$ cat src/rtl/sdx_pkg.sv
`timescale 1ns/1ps
package sdx_pkg;
    typedef enum logic [1:0] {
        ST_IDLE   = 2'd0,
        ST_RUN_RD = 2'd1,
        ST_RUN_WR = 2'd2,
        ST_FINISH = 2'd3
    } xfer_state_e;

    localparam logic [2:0] A_CFG   = 3'd0;
    localparam logic [2:0] A_STAT  = 3'd1;
    localparam logic [2:0] A_DBG   = 3'd2;
    localparam logic [2:0] A_BSIZE = 3'd3;
    localparam logic [2:0] A_BCNT  = 3'd4;
    localparam logic [2:0] A_DATA  = 3'd5;

    localparam int STAT_W      = 11;
    localparam int ST_DATA_BIT = 0;
    localparam int ST_SDIO_BIT = 8;
    localparam int ST_BLK_BIT  = 9;
    localparam int ST_BUSY_BIT = 10;

    localparam int CFG_DATA_IE = 4;
    localparam int CFG_BLK_IE  = 8;
    localparam int CFG_BUSY_IE = 10;

    localparam logic [31:0] DBG_RESET  = 32'h0000_C60F;
    localparam logic [3:0]  DBG_ST_DAT = 4'h1;
    localparam logic [3:0]  DBG_ST_OFF = 4'hF;
endpackage

$ cat src/rtl/sdx_fifo.sv
`timescale 1ns/1ps
module sdx_fifo #(
    parameter int DEPTH = 16,
    parameter int WIDTH = 32,
    localparam int PTR_W = $clog2(DEPTH),
    localparam int LEN_W = PTR_W + 1
) (
    input  logic             clk,
    input  logic             rst_n,
    input  logic             push,
    input  logic [WIDTH-1:0] push_data,
    input  logic             pop,
    output logic [WIDTH-1:0] head_data,
    output logic [LEN_W-1:0] fill
);
    logic [WIDTH-1:0] mem [DEPTH];
    logic [PTR_W-1:0] head_q;
    logic [LEN_W-1:0] len_q;
    logic             do_push;
    logic             do_pop;
    logic [PTR_W-1:0] tail;

    assign do_push   = push && (len_q < LEN_W'(DEPTH));
    assign do_pop    = pop && (len_q != '0);
    assign tail      = head_q + PTR_W'(len_q);
    assign head_data = (len_q != '0) ? mem[head_q] : '0;
    assign fill      = len_q;

    always_ff @(posedge clk) begin
        if (do_push) begin
            mem[tail] <= push_data;
        end
    end

    always_ff @(posedge clk) begin
        if (!rst_n) begin
            head_q <= '0;
            len_q  <= '0;
        end else begin
            if (do_pop) begin
                head_q <= head_q + PTR_W'(1);
            end
            case ({do_push, do_pop})
                2'b10:   len_q <= len_q + LEN_W'(1);
                2'b01:   len_q <= len_q - LEN_W'(1);
                default: len_q <= len_q;
            endcase
        end
    end

    // the fill level never exceeds the depth
    p_len_max_r2: assert property (@(posedge clk) disable iff (!rst_n)
        len_q <= LEN_W'(DEPTH));
    // a push into a full FIFO leaves the level unchanged
    p_full_drop_r2: assert property (@(posedge clk) disable iff (!rst_n)
        (push && !pop && len_q == LEN_W'(DEPTH)) |=> $stable(len_q));
    // a pop from an empty FIFO leaves it empty
    p_empty_pop_r2: assert property (@(posedge clk) disable iff (!rst_n)
        (pop && !push && len_q == '0) |=> (len_q == '0));
endmodule

$ cat src/rtl/sdx_engine.sv
`timescale 1ns/1ps
module sdx_engine
    import sdx_pkg::*;
#(
    parameter int CNT_W = 21,
    parameter int DEPTH = 16,
    localparam int LEN_W = $clog2(DEPTH) + 1
) (
    input  logic             clk,
    input  logic             rst_n,
    input  logic             kick,
    input  logic             load,
    input  logic [CNT_W-1:0] load_val,
    input  logic             dir_read,
    input  logic [LEN_W-1:0] fifo_fill,
    input  logic [31:0]      fifo_head,
    input  logic             card_rdy,
    input  logic [7:0]       card_byte,
    output logic             card_take,
    output logic             card_wr_stb,
    output logic [7:0]       card_wr_byte,
    output logic             eng_push,
    output logic [31:0]      eng_push_word,
    output logic             eng_pop,
    output logic             run_read,
    output logic             run_write,
    output logic             done
);
    xfer_state_e      state, nxt;
    logic             pend_q;
    logic [CNT_W-1:0] cnt_q;
    logic [1:0]       nb_q;
    logic [31:0]      acc_q;
    logic [23:0]      hold_q;
    logic             cnt_nz;
    logic             rd_go;
    logic             wr_go;
    logic [31:0]      word_w;

    assign cnt_nz = (cnt_q != '0);
    assign rd_go  = (state == ST_RUN_RD) && cnt_nz && card_rdy
                    && (fifo_fill < LEN_W'(DEPTH));
    assign wr_go  = (state == ST_RUN_WR) && cnt_nz
                    && ((nb_q != 2'd0) || (fifo_fill != '0));
    assign word_w = acc_q | (32'(card_byte) << {nb_q, 3'b000});

    // next-state logic
    always_comb begin
        nxt = state;
        unique case (state)
            ST_IDLE:   if (pend_q) nxt = dir_read ? ST_RUN_RD : ST_RUN_WR;
            ST_RUN_RD: if (!rd_go) nxt = ST_FINISH;
            ST_RUN_WR: if (!wr_go) nxt = ST_FINISH;
            ST_FINISH: nxt = ST_IDLE;
            default:   nxt = ST_IDLE;
        endcase
    end

    // state register
    always_ff @(posedge clk) begin
        if (!rst_n) state <= ST_IDLE;
        else        state <= nxt;
    end

    // outputs
    always_comb begin
        card_take     = rd_go;
        card_wr_stb   = wr_go;
        card_wr_byte  = (nb_q == 2'd0) ? fifo_head[7:0] : hold_q[7:0];
        eng_pop       = wr_go && (nb_q == 2'd0);
        eng_push      = (rd_go && nb_q == 2'd3)
                        || ((state == ST_RUN_RD) && !rd_go && nb_q != 2'd0);
        eng_push_word = rd_go ? word_w : acc_q;
        run_read      = (state == ST_RUN_RD);
        run_write     = (state == ST_RUN_WR);
        done          = (state == ST_FINISH) && !cnt_nz;
    end

    // datapath registers
    always_ff @(posedge clk) begin
        if (!rst_n) begin
            pend_q <= 1'b0;
            cnt_q  <= '0;
            nb_q   <= 2'd0;
            acc_q  <= '0;
            hold_q <= '0;
        end else begin
            pend_q <= kick || (pend_q && state != ST_IDLE);
            if (load)               cnt_q <= load_val;
            else if (rd_go || wr_go) cnt_q <= cnt_q - CNT_W'(1);

            if (state == ST_RUN_RD) begin
                if (rd_go && nb_q != 2'd3) begin
                    nb_q  <= nb_q + 2'd1;
                    acc_q <= word_w;
                end else begin
                    nb_q  <= 2'd0;
                    acc_q <= '0;
                end
            end else if (state == ST_RUN_WR) begin
                if (wr_go) begin
                    if (nb_q == 2'd0) begin
                        hold_q <= fifo_head[31:8];
                        nb_q   <= 2'd3;
                    end else begin
                        hold_q <= {8'h00, hold_q[23:8]};
                        nb_q   <= nb_q - 2'd1;
                    end
                end else begin
                    nb_q <= 2'd0;
                end
            end
        end
    end

    // each byte sent lowers the count by one
    p_count_dec_r6: assert property (@(posedge clk) disable iff (!rst_n)
        (card_wr_stb && !load) |=> (cnt_q == $past(cnt_q) - CNT_W'(1)));
    // no packed bytes survive past the end of a run
    p_flush_r4: assert property (@(posedge clk) disable iff (!rst_n)
        (state == ST_FINISH) |-> (nb_q == 2'd0));
    // no card byte is taken outside a read run
    p_take_in_run_r5: assert property (@(posedge clk) disable iff (!rst_n)
        (state != ST_RUN_RD) |-> !card_take);
    // the two card directions never act together
    p_one_dir_r6: assert property (@(posedge clk) disable iff (!rst_n)
        !(card_take && card_wr_stb));
endmodule

$ cat src/rtl/sd_fifo_xfer.sv
`timescale 1ns/1ps
module sd_fifo_xfer
    import sdx_pkg::*;
#(
    parameter int DEPTH = 16,
    parameter int BSZ_W = 12,
    parameter int BCT_W = 9
) (
    input  logic        clk,
    input  logic        rst_n,
    input  logic        reg_wr,
    input  logic        reg_rd,
    input  logic [2:0]  reg_addr,
    input  logic [31:0] reg_wdata,
    output logic [31:0] reg_rdata,
    input  logic        cmd_read,
    input  logic        cmd_write,
    input  logic        cmd_busy,
    input  logic        card_rdy,
    input  logic [7:0]  card_byte,
    output logic        card_take,
    output logic        card_wr_stb,
    output logic [7:0]  card_wr_byte,
    output logic        irq
);
    localparam int CNT_W = BSZ_W + BCT_W;
    localparam int LEN_W = $clog2(DEPTH) + 1;

    logic [31:0]       cfg_q;
    logic [STAT_W-1:0] stat_q;
    logic [31:0]       dbg_q;
    logic [BSZ_W-1:0]  bsize_q;
    logic [BCT_W-1:0]  bcnt_q;

    logic              wr_cfg, wr_stat, wr_dbg, wr_bsize, wr_bcnt, wr_data, rd_data;
    logic              kick;
    logic [CNT_W-1:0]  load_val;
    logic [LEN_W-1:0]  fill;
    logic [31:0]       head;
    logic              eng_push, eng_pop, run_read, run_write, done;
    logic [31:0]       eng_word;
    logic              f_push, f_pop;
    logic [31:0]       f_word;
    logic [STAT_W-1:0] stat_set;
    logic [31:0]       dbg_in;

    assign wr_cfg   = reg_wr && reg_addr == A_CFG;
    assign wr_stat  = reg_wr && reg_addr == A_STAT;
    assign wr_dbg   = reg_wr && reg_addr == A_DBG;
    assign wr_bsize = reg_wr && reg_addr == A_BSIZE;
    assign wr_bcnt  = reg_wr && reg_addr == A_BCNT;
    assign wr_data  = reg_wr && reg_addr == A_DATA;
    assign rd_data  = reg_rd && reg_addr == A_DATA;
    assign kick     = wr_cfg || wr_bcnt || wr_data || rd_data;
    assign load_val = CNT_W'(bsize_q) * CNT_W'(reg_wdata[BCT_W-1:0]);

    // the engine owns the FIFO side it drives during a run
    assign f_push = run_read  ? eng_push : wr_data;
    assign f_word = run_read  ? eng_word : reg_wdata;
    assign f_pop  = run_write ? eng_pop  : rd_data;

    sdx_fifo #(.DEPTH(DEPTH), .WIDTH(32)) u_fifo (
        .clk       (clk),
        .rst_n     (rst_n),
        .push      (f_push),
        .push_data (f_word),
        .pop       (f_pop),
        .head_data (head),
        .fill      (fill)
    );

    sdx_engine #(.CNT_W(CNT_W), .DEPTH(DEPTH)) u_eng (
        .clk           (clk),
        .rst_n         (rst_n),
        .kick          (kick),
        .load          (wr_bcnt),
        .load_val      (load_val),
        .dir_read      (cmd_read),
        .fifo_fill     (fill),
        .fifo_head     (head),
        .card_rdy      (card_rdy),
        .card_byte     (card_byte),
        .card_take     (card_take),
        .card_wr_stb   (card_wr_stb),
        .card_wr_byte  (card_wr_byte),
        .eng_push      (eng_push),
        .eng_push_word (eng_word),
        .eng_pop       (eng_pop),
        .run_read      (run_read),
        .run_write     (run_write),
        .done          (done)
    );

    always_comb begin
        stat_set = '0;
        if (done) begin
            stat_set[ST_DATA_BIT] = 1'b1;
            stat_set[ST_SDIO_BIT] = cfg_q[CFG_DATA_IE];
            stat_set[ST_BUSY_BIT] = cmd_busy && cfg_q[CFG_BUSY_IE];
            stat_set[ST_BLK_BIT]  = cmd_write && cfg_q[CFG_BLK_IE];
        end
        dbg_in = reg_wdata;
        if (reg_wdata[3:0] == DBG_ST_OFF) dbg_in[3:0] = 4'h0;
    end

    always_ff @(posedge clk) begin
        if (!rst_n) begin
            cfg_q   <= '0;
            stat_q  <= '0;
            dbg_q   <= DBG_RESET;
            bsize_q <= '0;
            bcnt_q  <= '0;
        end else begin
            if (wr_cfg)   cfg_q   <= reg_wdata;
            if (wr_bsize) bsize_q <= reg_wdata[BSZ_W-1:0];
            if (wr_bcnt)  bcnt_q  <= reg_wdata[BCT_W-1:0];
            stat_q <= (stat_q & ~(wr_stat ? reg_wdata[STAT_W-1:0] : '0)) | stat_set;
            if (wr_dbg)    dbg_q <= dbg_in;
            else if (done) dbg_q[3:0] <= DBG_ST_DAT;
        end
    end

    always_comb begin
        unique case (reg_addr)
            A_CFG:   reg_rdata = cfg_q;
            A_STAT:  reg_rdata = 32'(stat_q);
            A_DBG:   reg_rdata = {dbg_q[31:9], 5'(fill), dbg_q[3:0]};
            A_BSIZE: reg_rdata = 32'(bsize_q);
            A_BCNT:  reg_rdata = 32'(bcnt_q);
            A_DATA:  reg_rdata = head;
            default: reg_rdata = '0;
        endcase
    end

    assign irq = stat_q[ST_BUSY_BIT] | stat_q[ST_BLK_BIT] | stat_q[ST_SDIO_BIT];

    // writing all ones to status with no completion clears it
    p_w1c_r10: assert property (@(posedge clk) disable iff (!rst_n)
        (wr_stat && reg_wdata[STAT_W-1:0] == '1 && !done) |=> (stat_q == '0));
    // completion leaves the data flag set and the state code at data mode
    p_done_flag_r8: assert property (@(posedge clk) disable iff (!rst_n)
        (done && !wr_dbg) |=> (stat_q[ST_DATA_BIT] && dbg_q[3:0] == DBG_ST_DAT));
    // a stored state field is never the power-off code after a debug write
    p_dbg_off_r11: assert property (@(posedge clk) disable iff (!rst_n)
        wr_dbg |=> (dbg_q[3:0] != DBG_ST_OFF));
endmodule

$ cat config.mk
export PLATFORM = sky130hd
export DESIGN_NAME = sd_fifo_xfer
export DESIGN_NICKNAME = d
export VERILOG_FILES = /design/src/rtl/sdx_pkg.sv /design/src/rtl/sdx_fifo.sv /design/src/rtl/sdx_engine.sv /design/src/rtl/sd_fifo_xfer.sv
export SDC_FILE = /design/constraint.sdc
export NUM_CORES = 1
export LEC_CHECK = 0
export BUFFER_PORTS_ARGS = -buffer_cell sky130_fd_sc_hd__buf_2
export CAP_MARGIN = 20
export CORE_MARGIN = 1.5
export CORE_UTILIZATION = 50
export CTS_CLUSTER_DIAMETER = 40
export DETAILED_ROUTE_END_ITERATION = 12
export GPL_ROUTABILITY_DRIVEN = 0
export PLACE_DENSITY = 0.75
export SETUP_SLACK_MARGIN = 0.05
export SYNTH_ARGS = -nofsm -noshare
export SYNTH_HDL_FRONTEND = slang
export SYNTH_SLANG_ARGS = --single-unit
$ cat constraint.sdc
create_clock -name clk -period 5.45 [get_ports clk]
set_input_delay 0.8175 -clock clk [delete_from_list [all_inputs] [get_ports clk]]
set_output_delay 0.8175 -clock clk [all_outputs]
set_load 0.01 [all_outputs]
==> reports/results.md, run 1 <==
* **Pwr per Cell Area** 403 nW/um^2
* **Peak supply drop** 288 uV
* **worst clock skew on the final layout** 0.0555 ns
* **Final ANT Viol Nets** 0
* **Max-cap violations** 0
* **fraction of layout cells with a size suffix above 1** 0.190
* **top_reg_cell synth** sky130_fd_sc_hd__edfxtp_1
* **Hold Crit Class** primary input to flop
* **vias in the first global route** 20,800
* **share of synthesized area occupied by flip-flops and latches** 0.598
* **switching fraction of total power** 0.298
* **DR vias** 20,500
* **length in cells of the worst reg-to-reg path** 16
* **CTS Buf Count** 81
* **startpoint-to-endpoint class of the critical path** flop to flop
* **clock buffer depth** 3
* **clock root buffer master** sky130_fd_sc_hd__clkbuf_16
* **result of the run** finished clean
* **Inserted Diodes** 0
* **FFs w/ async S/R, synth** 0
* **aggregate global routing overflow** 0
* **number of H-tree branching levels** 3
* **post-layout power** 14.7 mW
* **Final HPWL DP** 51.6 mm
* **final count of negative-setup-slack endpoints** 0
* **initial standard-cell utilization of the core** 0.507
* **sink count of the clock tree** 698
* **count of state elements after synthesis** 698
* **clock share of power** 0.374
* **slew at the pin closest to its max-slew limit** 1.07 ns
* **multi-input logic area** 12,000 um^2
* **CTS tree** built
* **iteration-0 DRC count of the detailed router** 2,344
* **sequential share of power** 0.438
* **internal power of the cells** 10.3 mW
* **count of distinct cell types in the synthesized netlist** 67
* **count of TritonRoute iterations in the first routing pass** 5
* **Setup crit start kind** flop
* **Die Height** 256 um
* **combinational cell fraction of total power** 0.188
* **Req. time, crit path** 5.95 ns
* **overall fraction of global-route tracks in use** 0.258
* **pre-CTS setup slack** -0.0190 ns
* **count of filler cells inserted in the layout** 4,826
* **Mapped Nets** 2,486
* **most common cell after layout, fill and taps aside** sky130_fd_sc_hd__edfxtp_1
* **worst max-slew margin expressed relative to the limit** 0.288
* **final max-slew violation count** 0
* **clock insertion delay at the later pin of the skew report** 0.66 ns
* **Synth Warn #** 0
* **Port Buffers** 93
* **post-place instance area** 33,500 um^2
* **Boundary Pins** 94
* **die outline area** 65,400 um^2
* **register clock-pin slew on the reported worst setup and hold paths** 0.06 ns
* **unrepaired setup endpoints after global routing** no
* **number of synthesized flops with an enable pin** 512
* **row count** 92
* **fraction of synthesized cell area taken by the top area cell type** 0.481
* **final worst slack** 0.287 ns
* **number of antenna violations at the first check in global routing** 2
* **Die Span X** 256 um
* **total count of hold-check failures in the final report** 0
* **per-instance average area after synthesis** 13.9 um^2
* **Gate Count Post-Synth** 2,305
* **Net Sw Power** 4.37 mW
* **share of the clock period used by the worst path** 0.947
* **largest cells by area after synthesis** sky130_fd_sc_hd__edfxtp_1 (48%), sky130_fd_sc_hd__dfxtp_1 (12%), sky130_fd_sc_hd__mux4_2 (9.7%)
* **endpoint class of the critical path** flop
* **post-layout utilization of the core** 0.576
* **largest net degree at the start of global routing** 83
* **final cell area excluding filler cells** 36,400 um^2
* **most used cells in the layout excluding fill and tap cells** sky130_fd_sc_hd__edfxtp_1 (512), sky130_fd_sc_hd__nand2_1 (248), sky130_fd_sc_hd__dfxtp_1 (183), sky130_fd_sc_hd__mux4_2 (138), sky130_fd_sc_hd__inv_1 (113)
* **Post-CTS Setup Bufs** 0
* **cell type with the highest aggregate area in the netlist** sky130_fd_sc_hd__edfxtp_1
* **number of buffers inserted by hold repair at cts** 0
* **remaining routing DRC violations** 0
* **Routed WL** 84.4 mm
* **cells resized by post-CTS repair** 0
* **arrival time of data at the critical path endpoint** 5.67 ns
* **sequential cell area** 19,100 um^2
* **instance count along the most critical hold path** 3
* **Worst Path Max Fanout** 11
* **netlist area before placement** 32,000 um^2
* **minimum clock period after layout** 5.16 ns
* **hold slack final** 0.421 ns
* **routed via count divided by cell count** 6.21
* **wire length of the first global-routing pass** 127 mm
* **placeable core region** 63,100 um^2
* **maximum clock frequency** 194 MHz
* **Syn-to-layout area delta** 13.8%
* **final-stage net count** 2,573
* **average detailed-routed wire length per instance** 25.5 um
* **LEAKAGE** 12.7 nW
-- kinds of logic (layout without fill, tap and decap cells) --
family / Yosys count / after routing / share of synthesized area
compound gates: 358 / 358 / 0.0785
xor+xnor: 40 / 40 / 0.0110
fa+ha+maj: 130 / 130 / 0.0680
buf+inv: 268 / 423 / 0.0332
flops: 698 / 698 / 0.598
mux: 226 / 226 / 0.125
simple gates: 585 / 585 / 0.0870
-- metal layers --
| layer | up-vias | share of wire | routed length (um) | global-route usage |
|---|---|---|---|---|
| li1 | 8723 | - | - | - |
| met2 | 1280 | 0.48 | 40900 | 0.421 |
| met5 | - | 0.00030 | 25 | 0 |
| met3 | 187 | 0.11 | 9330 | 0.0550 |
| met4 | 4 | 0.032 | 2690 | 0.0957 |
| met1 | 10300 | 0.37 | 31500 | 0.341 |
-- Yosys cell counts, types with 5 or more instances --
| cell | count |
|---|---|
| sky130_fd_sc_hd__a211oi_1 | 6 |
| sky130_fd_sc_hd__a21boi_0 | 76 |
| sky130_fd_sc_hd__a21o_1 | 8 |
| sky130_fd_sc_hd__a21oi_1 | 75 |
| sky130_fd_sc_hd__a221o_1 | 32 |
| sky130_fd_sc_hd__a31oi_1 | 12 |
| sky130_fd_sc_hd__and2_1 | 74 |
| sky130_fd_sc_hd__and3_1 | 7 |
| sky130_fd_sc_hd__buf_1 | 15 |
| sky130_fd_sc_hd__buf_2 | 23 |
| sky130_fd_sc_hd__clkbuf_1 | 111 |
| sky130_fd_sc_hd__dfxtp_1 | 186 |
| sky130_fd_sc_hd__edfxtp_1 | 512 |
| sky130_fd_sc_hd__fa_1 | 73 |
| sky130_fd_sc_hd__ha_1 | 57 |
| sky130_fd_sc_hd__inv_1 | 113 |
| sky130_fd_sc_hd__mux2i_1 | 88 |
| sky130_fd_sc_hd__mux4_2 | 138 |
| sky130_fd_sc_hd__nand2_1 | 248 |
| sky130_fd_sc_hd__nand3_1 | 62 |
| sky130_fd_sc_hd__nand4_1 | 6 |
| sky130_fd_sc_hd__nor2_1 | 84 |
| sky130_fd_sc_hd__nor2b_1 | 50 |
| sky130_fd_sc_hd__nor3_1 | 11 |
| sky130_fd_sc_hd__nor4_1 | 10 |
| sky130_fd_sc_hd__o21ai_0 | 45 |
| sky130_fd_sc_hd__o221ai_1 | 16 |
| sky130_fd_sc_hd__o22a_1 | 32 |
| sky130_fd_sc_hd__o22ai_1 | 28 |
| sky130_fd_sc_hd__or2_2 | 5 |
| sky130_fd_sc_hd__or3_1 | 10 |
| sky130_fd_sc_hd__xnor2_1 | 29 |
| sky130_fd_sc_hd__xor2_1 | 11 |
-- power by group through the flow --
stage	clock network (mW)	logic (mW)	registers, mW
2_1_floorplan	0	1.77	6.46
3_3_place_gp	0	2.58	6.51
3_5_place_dp	0	2.67	6.53
4_1_cts	5.52	2.70	6.42
5_1_grt	5.75	2.90	6.44
6_report	5.49	2.75	6.42
-- cell type report --
| type | instances | area share |
|---|---|---|
| Clock buffer | 92 | 0.0580 |
| Multi-Input combinational cell | 1339 | 0.329 |
| Timing Repair Buffer | 157 | 0.0279 |
| Tap cell | 846 | 0.0291 |
| Sequential cell | 698 | 0.526 |
| Inverter | 115 | 0.0119 |
| Clock inverter | 59 | 0.0185 |
-- final timing paths --
| kind | startpoint | endpoint | slack (ns) |
|---|---|---|---|
| max reg2reg | bsize_q[5]$_SDFFE_PN0P_ | u_eng.cnt_q[20]$_SDFFE_PN0P_ | 0.29 |
| max | bsize_q[5]$_SDFFE_PN0P_ | u_eng.cnt_q[20]$_SDFFE_PN0P_ | 0.29 |
| min | reg_wdata[15] | dbg_q[15]$_SDFFE_PN1P_ | 0.42 |
| min reg2reg | stat_q[3]$_SDFF_PN0_ | stat_q[3]$_SDFF_PN0_ | 0.44 |
-- flip-flops by register name, indices dropped and copies added, names as in the netlist, 4 cells and up, named ones only --
| register | cells |
|---|---|
| stat_q | 11 |
| bcnt_q | 9 |
| u_eng.cnt_q | 21 |
| u_fifo.mem | 512 |
| u_fifo.fill | 5 |
| dbg_q | 27 |
| u_eng.hold_q | 24 |
| u_fifo.head_q | 4 |
| u_eng.acc_q | 32 |
| cfg_q | 32 |
| bsize_q | 12 |
-- per-stage QoR --
| step | TNS, ns | std cells |
|---|---|---|
| 3_5_place_dp | -0.0190 | 3153 |
| 6_report | 0 | 3306 |
| 3_3_place_gp | 0 | 3153 |
| 4_1_cts | 0 | 3304 |
| 5_1_grt | 0 | 3306 |
| 2_1_floorplan | 0 | 2305 |
-- worst max-delay path, stage by stage (launching register included) --
cell and delay (ns):
sky130_fd_sc_hd__dfxtp_1 0.63, sky130_fd_sc_hd__nand2_1 0.17, sky130_fd_sc_hd__fa_1 0.52, sky130_fd_sc_hd__fa_1 0.54, sky130_fd_sc_hd__inv_1 0.05, sky130_fd_sc_hd__fa_1 0.48
sky130_fd_sc_hd__inv_1 0.05, sky130_fd_sc_hd__fa_1 0.47, sky130_fd_sc_hd__inv_1 0.04, sky130_fd_sc_hd__ha_1 0.30, sky130_fd_sc_hd__a21o_1 0.22, sky130_fd_sc_hd__a221oi_1 0.40
sky130_fd_sc_hd__o21ai_1 0.19, sky130_fd_sc_hd__a211oi_2 0.41, sky130_fd_sc_hd__nand4_1 0.18, sky130_fd_sc_hd__o311a_1 0.20, sky130_fd_sc_hd__and3_1 0.18
Note: power is estimated with default switching activity, not from simulation.
==> run 2, diff against run 1 <==
- BUFFER_PORTS_ARGS: -buffer_cell sky130_fd_sc_hd__buf_2 -> not set
- DONT_BUFFER_PORTS: not set -> 1
- PLACE_DENSITY: 0.75 -> 0.74
==> reports/results.md, run 2 (synthesized netlist as in run 1, its figures left out) <==
* **Final HPWL DP** 51.2 mm, was 51.6 mm
* **most common cell after layout, fill and taps aside** sky130_fd_sc_hd__edfxtp_1, unchanged
* **maximum clock frequency** 196 MHz, was 194 MHz
* **overall fraction of global-route tracks in use** 0.246, was 0.258
* **Routed WL** 81.1 mm, was 84.4 mm
* **total count of hold-check failures in the final report** 0, unchanged
* **Inserted Diodes** 0, unchanged
* **wire length of the first global-routing pass** 121 mm, was 127 mm
* **die outline area** 65,400 um^2, unchanged
* **iteration-0 DRC count of the detailed router** 2,160, was 2,344
* **fraction of layout cells with a size suffix above 1** 0.153, was 0.190
* **clock buffer depth** 3, unchanged
* **final-stage net count** 2,460, was 2,573
* **count of TritonRoute iterations in the first routing pass** 5, unchanged
* **post-placement cell count** 3,043, was 3,153
* **Final ANT Viol Nets** 0, unchanged
* **Hold Crit Class** primary input to flop, unchanged
* **sink count of the clock tree** 698, unchanged
* **remaining routing DRC violations** 0, unchanged
* **arrival time of data at the critical path endpoint** 5.58 ns, was 5.67 ns
* **Port Buffers** 0, was 93
* **final count of negative-setup-slack endpoints** 0, unchanged
* **Worst Path Max Fanout** 11, unchanged
* **vias in the first global route** 19,700, was 20,800
* **placeable core region** 63,100 um^2, unchanged
* **row count** 92, unchanged
* **number of buffers inserted by hold repair at cts** 0, unchanged
* **number of antenna violations at the first check in global routing** 1, was 2
* **Post-CTS Setup Bufs** 0, unchanged
* **startpoint-to-endpoint class of the critical path** flop to flop, unchanged
* **unrepaired setup endpoints after global routing** no, unchanged
* **flip-flop count of the largest register, all copies and words added** 512, unchanged
* **Peak supply drop** 298 uV, was 288 uV
* **share of the clock period used by the worst path** 0.937, was 0.947
* **average detailed-routed wire length per instance** 25.4 um, was 25.5 um
* **cells resized by post-CTS repair** 0, unchanged
* **endpoint class of the critical path** flop, unchanged
* **slew at the pin closest to its max-slew limit** 1.07 ns, about the same
* **total negative slack for setup checks** 0 ns, unchanged
* **clock root buffer master** sky130_fd_sc_hd__clkbuf_16, unchanged
* **number of standard cells in the layout, taps in and fillers out** 3,191, was 3,306
* **register clock-pin slew on the reported worst setup and hold paths** 0.06 ns, about the same
* **LEAKAGE** 12.1 nW, was 12.7 nW
* **routed via count divided by cell count** 6.23, was 6.21
* **largest net degree at the start of global routing** 168, was 83
* **worst clock skew on the final layout** 0.0554 ns, was 0.0555 ns
* **worst max-slew margin expressed relative to the limit** 0.281, was 0.288
* **Req. time, crit path** 5.93 ns, was 5.95 ns
* **Die Span X** 256 um, unchanged
* **minimum clock period after layout** 5.11 ns, was 5.16 ns
* **clock insertion delay at the later pin of the skew report** 0.64 ns, was 0.66 ns
* **final max-slew violation count** 0, unchanged
* **Pwr per Cell Area** 403 nW/um^2, about the same
* **Boundary Pins** 94, unchanged
* **number of H-tree branching levels** 3, unchanged
* **register with the highest flop count** u_fifo.mem, unchanged
* **CTS tree** built, unchanged
* **most used cells in the layout excluding fill and tap cells** sky130_fd_sc_hd__edfxtp_1 (512), sky130_fd_sc_hd__nand2_1 (248), sky130_fd_sc_hd__dfxtp_1 (183), sky130_fd_sc_hd__mux4_2 (138), sky130_fd_sc_hd__inv_1 (113), unchanged
* **result of the run** finished clean, unchanged
* **initial standard-cell utilization of the core** 0.507, unchanged
* **DR vias** 19,900, was 20,500
* **Max-cap violations** 0, unchanged
* **Die Height** 256 um, unchanged
* **largest registers** u_fifo.mem (512), cfg_q (32), u_eng.acc_q (32), unchanged
* **Syn-to-layout area delta** 11.4%, was 13.8%
* **CTS Buf Count** 79, was 81
* **Setup crit start kind** flop, unchanged
* **aggregate global routing overflow** 0, unchanged
-- run 2: changes by cell type in the layout (fill, tap and decap cells not counted), moves of 2 or more --
cell,delta
sky130_fd_sc_hd__clkinv_2,+16
sky130_fd_sc_hd__clkinv_4,+2
sky130_fd_sc_hd__buf_4,-18
sky130_fd_sc_hd__clkinvlp_4,-3
sky130_fd_sc_hd__clkinv_1,-4
sky130_fd_sc_hd__clkinv_16,-3
sky130_fd_sc_hd__inv_16,+2
sky130_fd_sc_hd__inv_8,-2
sky130_fd_sc_hd__buf_2,-92
sky130_fd_sc_hd__inv_6,-7
sky130_fd_sc_hd__clkinv_8,-4
-- run 2: stage by stage --
stage	worst slack [ns]	power, mW	hold slack [ns]	util	cell area [um^2]
after floorplan	0.0454	8.23	0.409	-	32000
after global placement	0.246	8.93	0.417	0.522	32900
after detailed placement	0.194	9.04	0.424	0.522	32900
after CTS	0.338	14.3	0.249	0.564	35600
after global routing	0.0958	14.7	0.259	0.564	35600
final	0.343	14.3	0.259	0.564	35600
-- run 2: critical path, cell delays in order, from the launching register on --
cell and delay [ns]:
sky130_fd_sc_hd__dfxtp_1 0.56, sky130_fd_sc_hd__nand2_1 0.13, sky130_fd_sc_hd__fa_1 0.52, sky130_fd_sc_hd__inv_1 0.06, sky130_fd_sc_hd__fa_1 0.50, sky130_fd_sc_hd__fa_1 0.55
sky130_fd_sc_hd__inv_1 0.05, sky130_fd_sc_hd__fa_1 0.47, sky130_fd_sc_hd__inv_1 0.05, sky130_fd_sc_hd__ha_1 0.34, sky130_fd_sc_hd__a21o_1 0.23, sky130_fd_sc_hd__a221oi_1 0.43
sky130_fd_sc_hd__o21ai_1 0.22, sky130_fd_sc_hd__a211oi_2 0.38, sky130_fd_sc_hd__nand4_1 0.15, sky130_fd_sc_hd__o311a_1 0.14, sky130_fd_sc_hd__and3_1 0.18
-- run 2: per-layer routing --
layer / part of all wire / up-vias / global-route usage
li1: - / 8487 / -
met3: 0.11 / 159 / 0.0561
met1: 0.38 / 10200 / 0.328
met2: 0.49 / 1065 / 0.401
met5: 0 / - / 0
met4: 0.029 / 0 / 0.0835
-- run 2: area by class of cell --
class                   instances  area, um^2
fillers                      4898       27500
flip-flops and latches        698       19100
multi-input cells            1339       12000
clock buffers                  89        2070
well taps                     846        1060
clock inverters                58         569
inverters                     115         432
repair buffers                 46         390
-- run 2: worst paths after layout --
path	slack, ns	end	cells past startpoint	from
setup / recovery	0.34	u_eng.cnt_q[20]$_SDFFE_PN0P_	16	bsize_q[7]$_SDFFE_PN0P_
hold / removal	0.26	dbg_q[9]$_SDFFE_PN1P_	1	rst_n
setup reg to reg	0.34	u_eng.cnt_q[20]$_SDFFE_PN0P_	16	bsize_q[7]$_SDFFE_PN0P_
hold reg to reg	0.43	stat_q[6]$_SDFF_PN0_	2	stat_q[6]$_SDFF_PN0_
-- run 2: report_power, final --
part	switching [mW]	internal (mW)
registers	0.135	6.28
logic	1.76	0.821
clock network	2.26	3.07
total	4.15	10.2
==> run 3, diff against run 2 <==
- SYNTH_HIERARCHICAL: not set -> 1
==> reports/results.md, run 3 <==
* **result of the run** finished clean, unchanged
* **Worst Hold Launch** reg_wdata[7], was rst_n
* **routed length on met3** 9.48 mm, was 8.74 mm
* **overall fraction of global-route tracks in use** 0.259, was 0.246
* **CTS Buf Count** 87, was 79
* **area share of fa/ha/maj cells after synthesis** 0.0657, was 0.0680
* **most common cell after layout, fill and taps aside** sky130_fd_sc_hd__edfxtp_1, unchanged
* **post-synthesis mux area share** 0.143, was 0.125
* **aggregate global routing overflow** 0, unchanged
* **worst clock skew on the final layout** 0.0314 ns, was 0.0554 ns
* **initial standard-cell utilization of the core** 0.505, was 0.507
* **main combinational cell family by area after synthesis** multiplexers, unchanged
* **FFs w/ async S/R, synth** 0, unchanged
* **number of cells on the critical path** 17, was 16
* **CTS tree** built, unchanged
* **total negative slack for setup checks** 0 ns, unchanged
* **final count of negative-setup-slack endpoints** 0, unchanged
* **Post-CTS Setup Bufs** 0, unchanged
* **sink count of the clock tree** 698, unchanged
* **Gate Count Post-Synth** 2,372, was 2,305
* **iteration-0 DRC count of the detailed router** 2,515, was 2,160
* **final-stage net count** 2,541, was 2,460
* **most frequently used cell type in the post-synthesis netlist** sky130_fd_sc_hd__edfxtp_1, unchanged
* **cell chain of the critical path** nand2_1 -> fa_1 -> inv_1 -> fa_1 -> fa_1 -> inv_1 -> fa_1 -> inv_1 -> ha_1 -> a21o_1 -> a221oi_2 -> o21ai_1 -> a41oi_2 -> mux2i_1 -> xor2_1 -> o21ai_0 -> a21oi_1, was nand2_1 -> fa_1 -> inv_1 -> fa_1 -> fa_1 -> inv_1 -> fa_1 -> inv_1 -> ha_1 -> a21o_1 -> a221oi_1 -> o21ai_1 -> a211oi_2 -> nand4_1 -> o311a_1 -> and3_1
* **Final HPWL DP** 52.3 mm, was 51.2 mm
* **maximum clock frequency** 200 MHz, was 196 MHz
* **pre-CTS setup slack** 0.205 ns, was 0.194 ns
* **cell repeated most along the worst path** sky130_fd_sc_hd__fa_1, unchanged
* **length in cells of the worst reg-to-reg path** 17, was 16
* **instance count along the most critical hold path** 1, unchanged
* **clock root buffer master** sky130_fd_sc_hd__clkbuf_16, unchanged
* **fraction of layout cells with a size suffix above 1** 0.182, was 0.153
* **fraction of synthesized cell area taken by the top area cell type** 0.472, was 0.481
* **Setup crit start kind** flop, unchanged
* **Max-cap violations** 0, unchanged
* **top_reg_cell synth** sky130_fd_sc_hd__edfxtp_1, unchanged
* **register with the highest flop count** u_fifo/mem, was u_fifo.mem
* **simple-gate area share of the yosys netlist** 0.0819, was 0.0870
* **Final ANT Viol Nets** 0, unchanged
* **wire length of the first global-routing pass** 128 mm, was 121 mm
* **clock insertion delay at the later pin of the skew report** 0.65 ns, was 0.64 ns
* **Pwr per Cell Area** 367 nW/um^2, was 403 nW/um^2
* **total count of hold-check failures in the final report** 0, unchanged
* **unrepaired setup endpoints after global routing** no, unchanged
* **count of state elements after synthesis** 698, unchanged
* **die outline area** 66,700 um^2, was 65,400 um^2
* **minimum clock period after layout** 5.01 ns, was 5.11 ns
* **Worst Path Max Fanout** 11, unchanged
* **endpoint class of the critical path** flop, unchanged
* **Die Span X** 258 um, was 256 um
* **Met1 Wirelength** 31.5 mm, was 30.5 mm
* **register clock-pin slew on the reported worst setup and hold paths** 0.05 ns, was 0.06 ns
* **final worst slack** 0.440 ns, was 0.343 ns
* **largest cells by area after synthesis** sky130_fd_sc_hd__edfxtp_1 (47%), sky130_fd_sc_hd__dfxtp_1 (11%), sky130_fd_sc_hd__mux4_2 (8.9%), was sky130_fd_sc_hd__edfxtp_1 (48%), sky130_fd_sc_hd__dfxtp_1 (12%), sky130_fd_sc_hd__mux4_2 (9.7%)
* **largest registers** u_fifo/mem (512), cfg_q (32), u_eng/acc_q (32), was u_fifo.mem (512), cfg_q (32), u_eng.acc_q (32)
* **synthesized-area fraction occupied by ao, oa, aoi and oai cells** 0.0782, was 0.0785
* **number of H-tree branching levels** 3, unchanged
* **placeable core region** 64,500 um^2, was 63,100 um^2
* **routed length on met2** 41.6 mm, was 39.5 mm
* **Reg-to-Reg Start** bsize_q[6]$_SDFFE_PN0P_, was bsize_q[7]$_SDFFE_PN0P_
* **cells resized by post-CTS repair** 0, unchanged
* **highest-delay cell along the critical path** sky130_fd_sc_hd__dfxtp_1, unchanged
* **cell type with the highest aggregate area in the netlist** sky130_fd_sc_hd__edfxtp_1, unchanged
* **most used cells in the layout excluding fill and tap cells** sky130_fd_sc_hd__edfxtp_1 (512), sky130_fd_sc_hd__nand2_1 (284), sky130_fd_sc_hd__dfxtp_1 (183), sky130_fd_sc_hd__mux4_2 (129), sky130_fd_sc_hd__inv_1 (103), was sky130_fd_sc_hd__edfxtp_1 (512), sky130_fd_sc_hd__nand2_1 (248), sky130_fd_sc_hd__dfxtp_1 (183), sky130_fd_sc_hd__mux4_2 (138), sky130_fd_sc_hd__inv_1 (113)
* **largest net degree at the start of global routing** 188, was 168
* **slew at the pin closest to its max-slew limit** 1.19 ns, was 1.07 ns
* **clock buffer depth** 3, unchanged
* **Crit path largest cell delay** 0.57 ns, was 0.56 ns
* **cell family with most CP delay** adder cells, unchanged
* **Mapped Nets** 2,551, was 2,486
* **number of synthesized flops with an enable pin** 512, unchanged
* **netlist area before placement** 32,600 um^2, was 32,000 um^2
* **remaining routing DRC violations** 0, unchanged
* **Synth Area in XOR/XNOR** 0.0102, was 0.0110
* **DR vias** 20,600, was 19,900
* **Commonest cells post-synth** sky130_fd_sc_hd__edfxtp_1 (512), sky130_fd_sc_hd__nand2_1 (284), sky130_fd_sc_hd__dfxtp_1 (186), was sky130_fd_sc_hd__edfxtp_1 (512), sky130_fd_sc_hd__nand2_1 (248), sky130_fd_sc_hd__dfxtp_1 (186)
* **Hold Crit Class** primary input to flop, unchanged
* **Die Height** 258 um, was 256 um
* **Inserted Diodes** 0, unchanged
* **Peak supply drop** 308 uV, was 298 uV
* **number of buffers inserted by hold repair at cts** 0, unchanged
* **Req. time, crit path** 6.00 ns, was 5.93 ns
* **Port Buffers** 0, unchanged
* **Routed WL** 86.1 mm, was 81.1 mm
* **Synth Warn #** 6, was 0
* **post-layout power** 13.4 mW, was 14.3 mW
* **share of synthesized area occupied by flip-flops and latches** 0.586, was 0.598
* **average detailed-routed wire length per instance** 26.2 um, was 25.4 um
* **count of TritonRoute iterations in the first routing pass** 5, unchanged
* **final max-slew violation count** 0, unchanged
* **worst max-slew margin expressed relative to the limit** 0.202, was 0.281
* **Buffers & Inverters on Critical Path** 3, unchanged
* **start point of the critical path** bsize_q[6]$_SDFFE_PN0P_, was bsize_q[7]$_SDFFE_PN0P_
* **flip-flop count of the largest register, all copies and words added** 512, unchanged
* **startpoint-to-endpoint class of the critical path** flop to flop, unchanged
* **Boundary Pins** 94, unchanged
* **LEAKAGE** 12.8 nW, was 12.1 nW
* **arrival time of data at the critical path endpoint** 5.56 ns, was 5.58 ns
* **row count** 93, was 92
* **Syn-to-layout area delta** 12.3%, was 11.4%
* **routed via count divided by cell count** 6.26, was 6.23
* **Max Used Layer** met5, was met4
* **number of antenna violations at the first check in global routing** 2, was 1
* **count of distinct cell types in the synthesized netlist** 83, was 67
* **share of the clock period used by the worst path** 0.919, was 0.937
* **vias in the first global route** 20,700, was 19,700
* **per-instance average area after synthesis** 13.7 um^2, was 13.9 um^2
-- run 3: metal layers --
layer,vias up,track usage
met5,-,0
met4,4,0.108
met3,242,0.0619
met2,1140,0.423
met1,10400,0.332
li1,8755,-
-- run 3: final timing paths --
kind                             endpoint  slack, ns
max          u_eng/cnt_q[18]$_SDFFE_PN0P_       0.44
min                  stat_q[7]$_SDFF_PN0_       0.27
max reg2reg  u_eng/cnt_q[18]$_SDFFE_PN0P_       0.44
min reg2reg          stat_q[3]$_SDFF_PN0_       0.44
-- run 3: power breakdown --
part | total (mW) | switching (mW) | internal (mW)
registers | 6.08 | 0.0704 | 6.01
clock network | 5.99 | 2.32 | 3.67
logic | 1.35 | 0.942 | 0.411
total | 13.4 | 3.33 | 10.1
-- run 3: per-stage QoR --
| step | instances | hold slack (ns) | util | cell area, um^2 |
|---|---|---|---|---|
| floorplan | 2372 | 0.409 | - | 32600 |
| global placement | 3127 | 0.418 | 0.520 | 33500 |
| detailed placement | 3127 | 0.425 | 0.520 | 33500 |
| CTS | 3288 | 0.241 | 0.567 | 36600 |
| global route | 3289 | 0.251 | 0.568 | 36600 |
| finish | 3289 | 0.272 | 0.568 | 36600 |
-- run 3: final cells by class --
type,instances,area (um^2)
flip-flops and latches,698,19100
clock inverters,54,726
fillers,4905,27900
repair buffers,53,452
inverters,105,394
well taps,855,1070
clock buffers,107,2330
multi-input cells,1417,12500
-- run 3: logic make-up (layout without fill, tap and decap cells) --
family	after synthesis	count (layout)
compound gates	383	383
flops	698	698
mux	296	296
buf+inv	257	319
simple gates	572	572
xor+xnor	38	38
fa+ha+maj	128	128
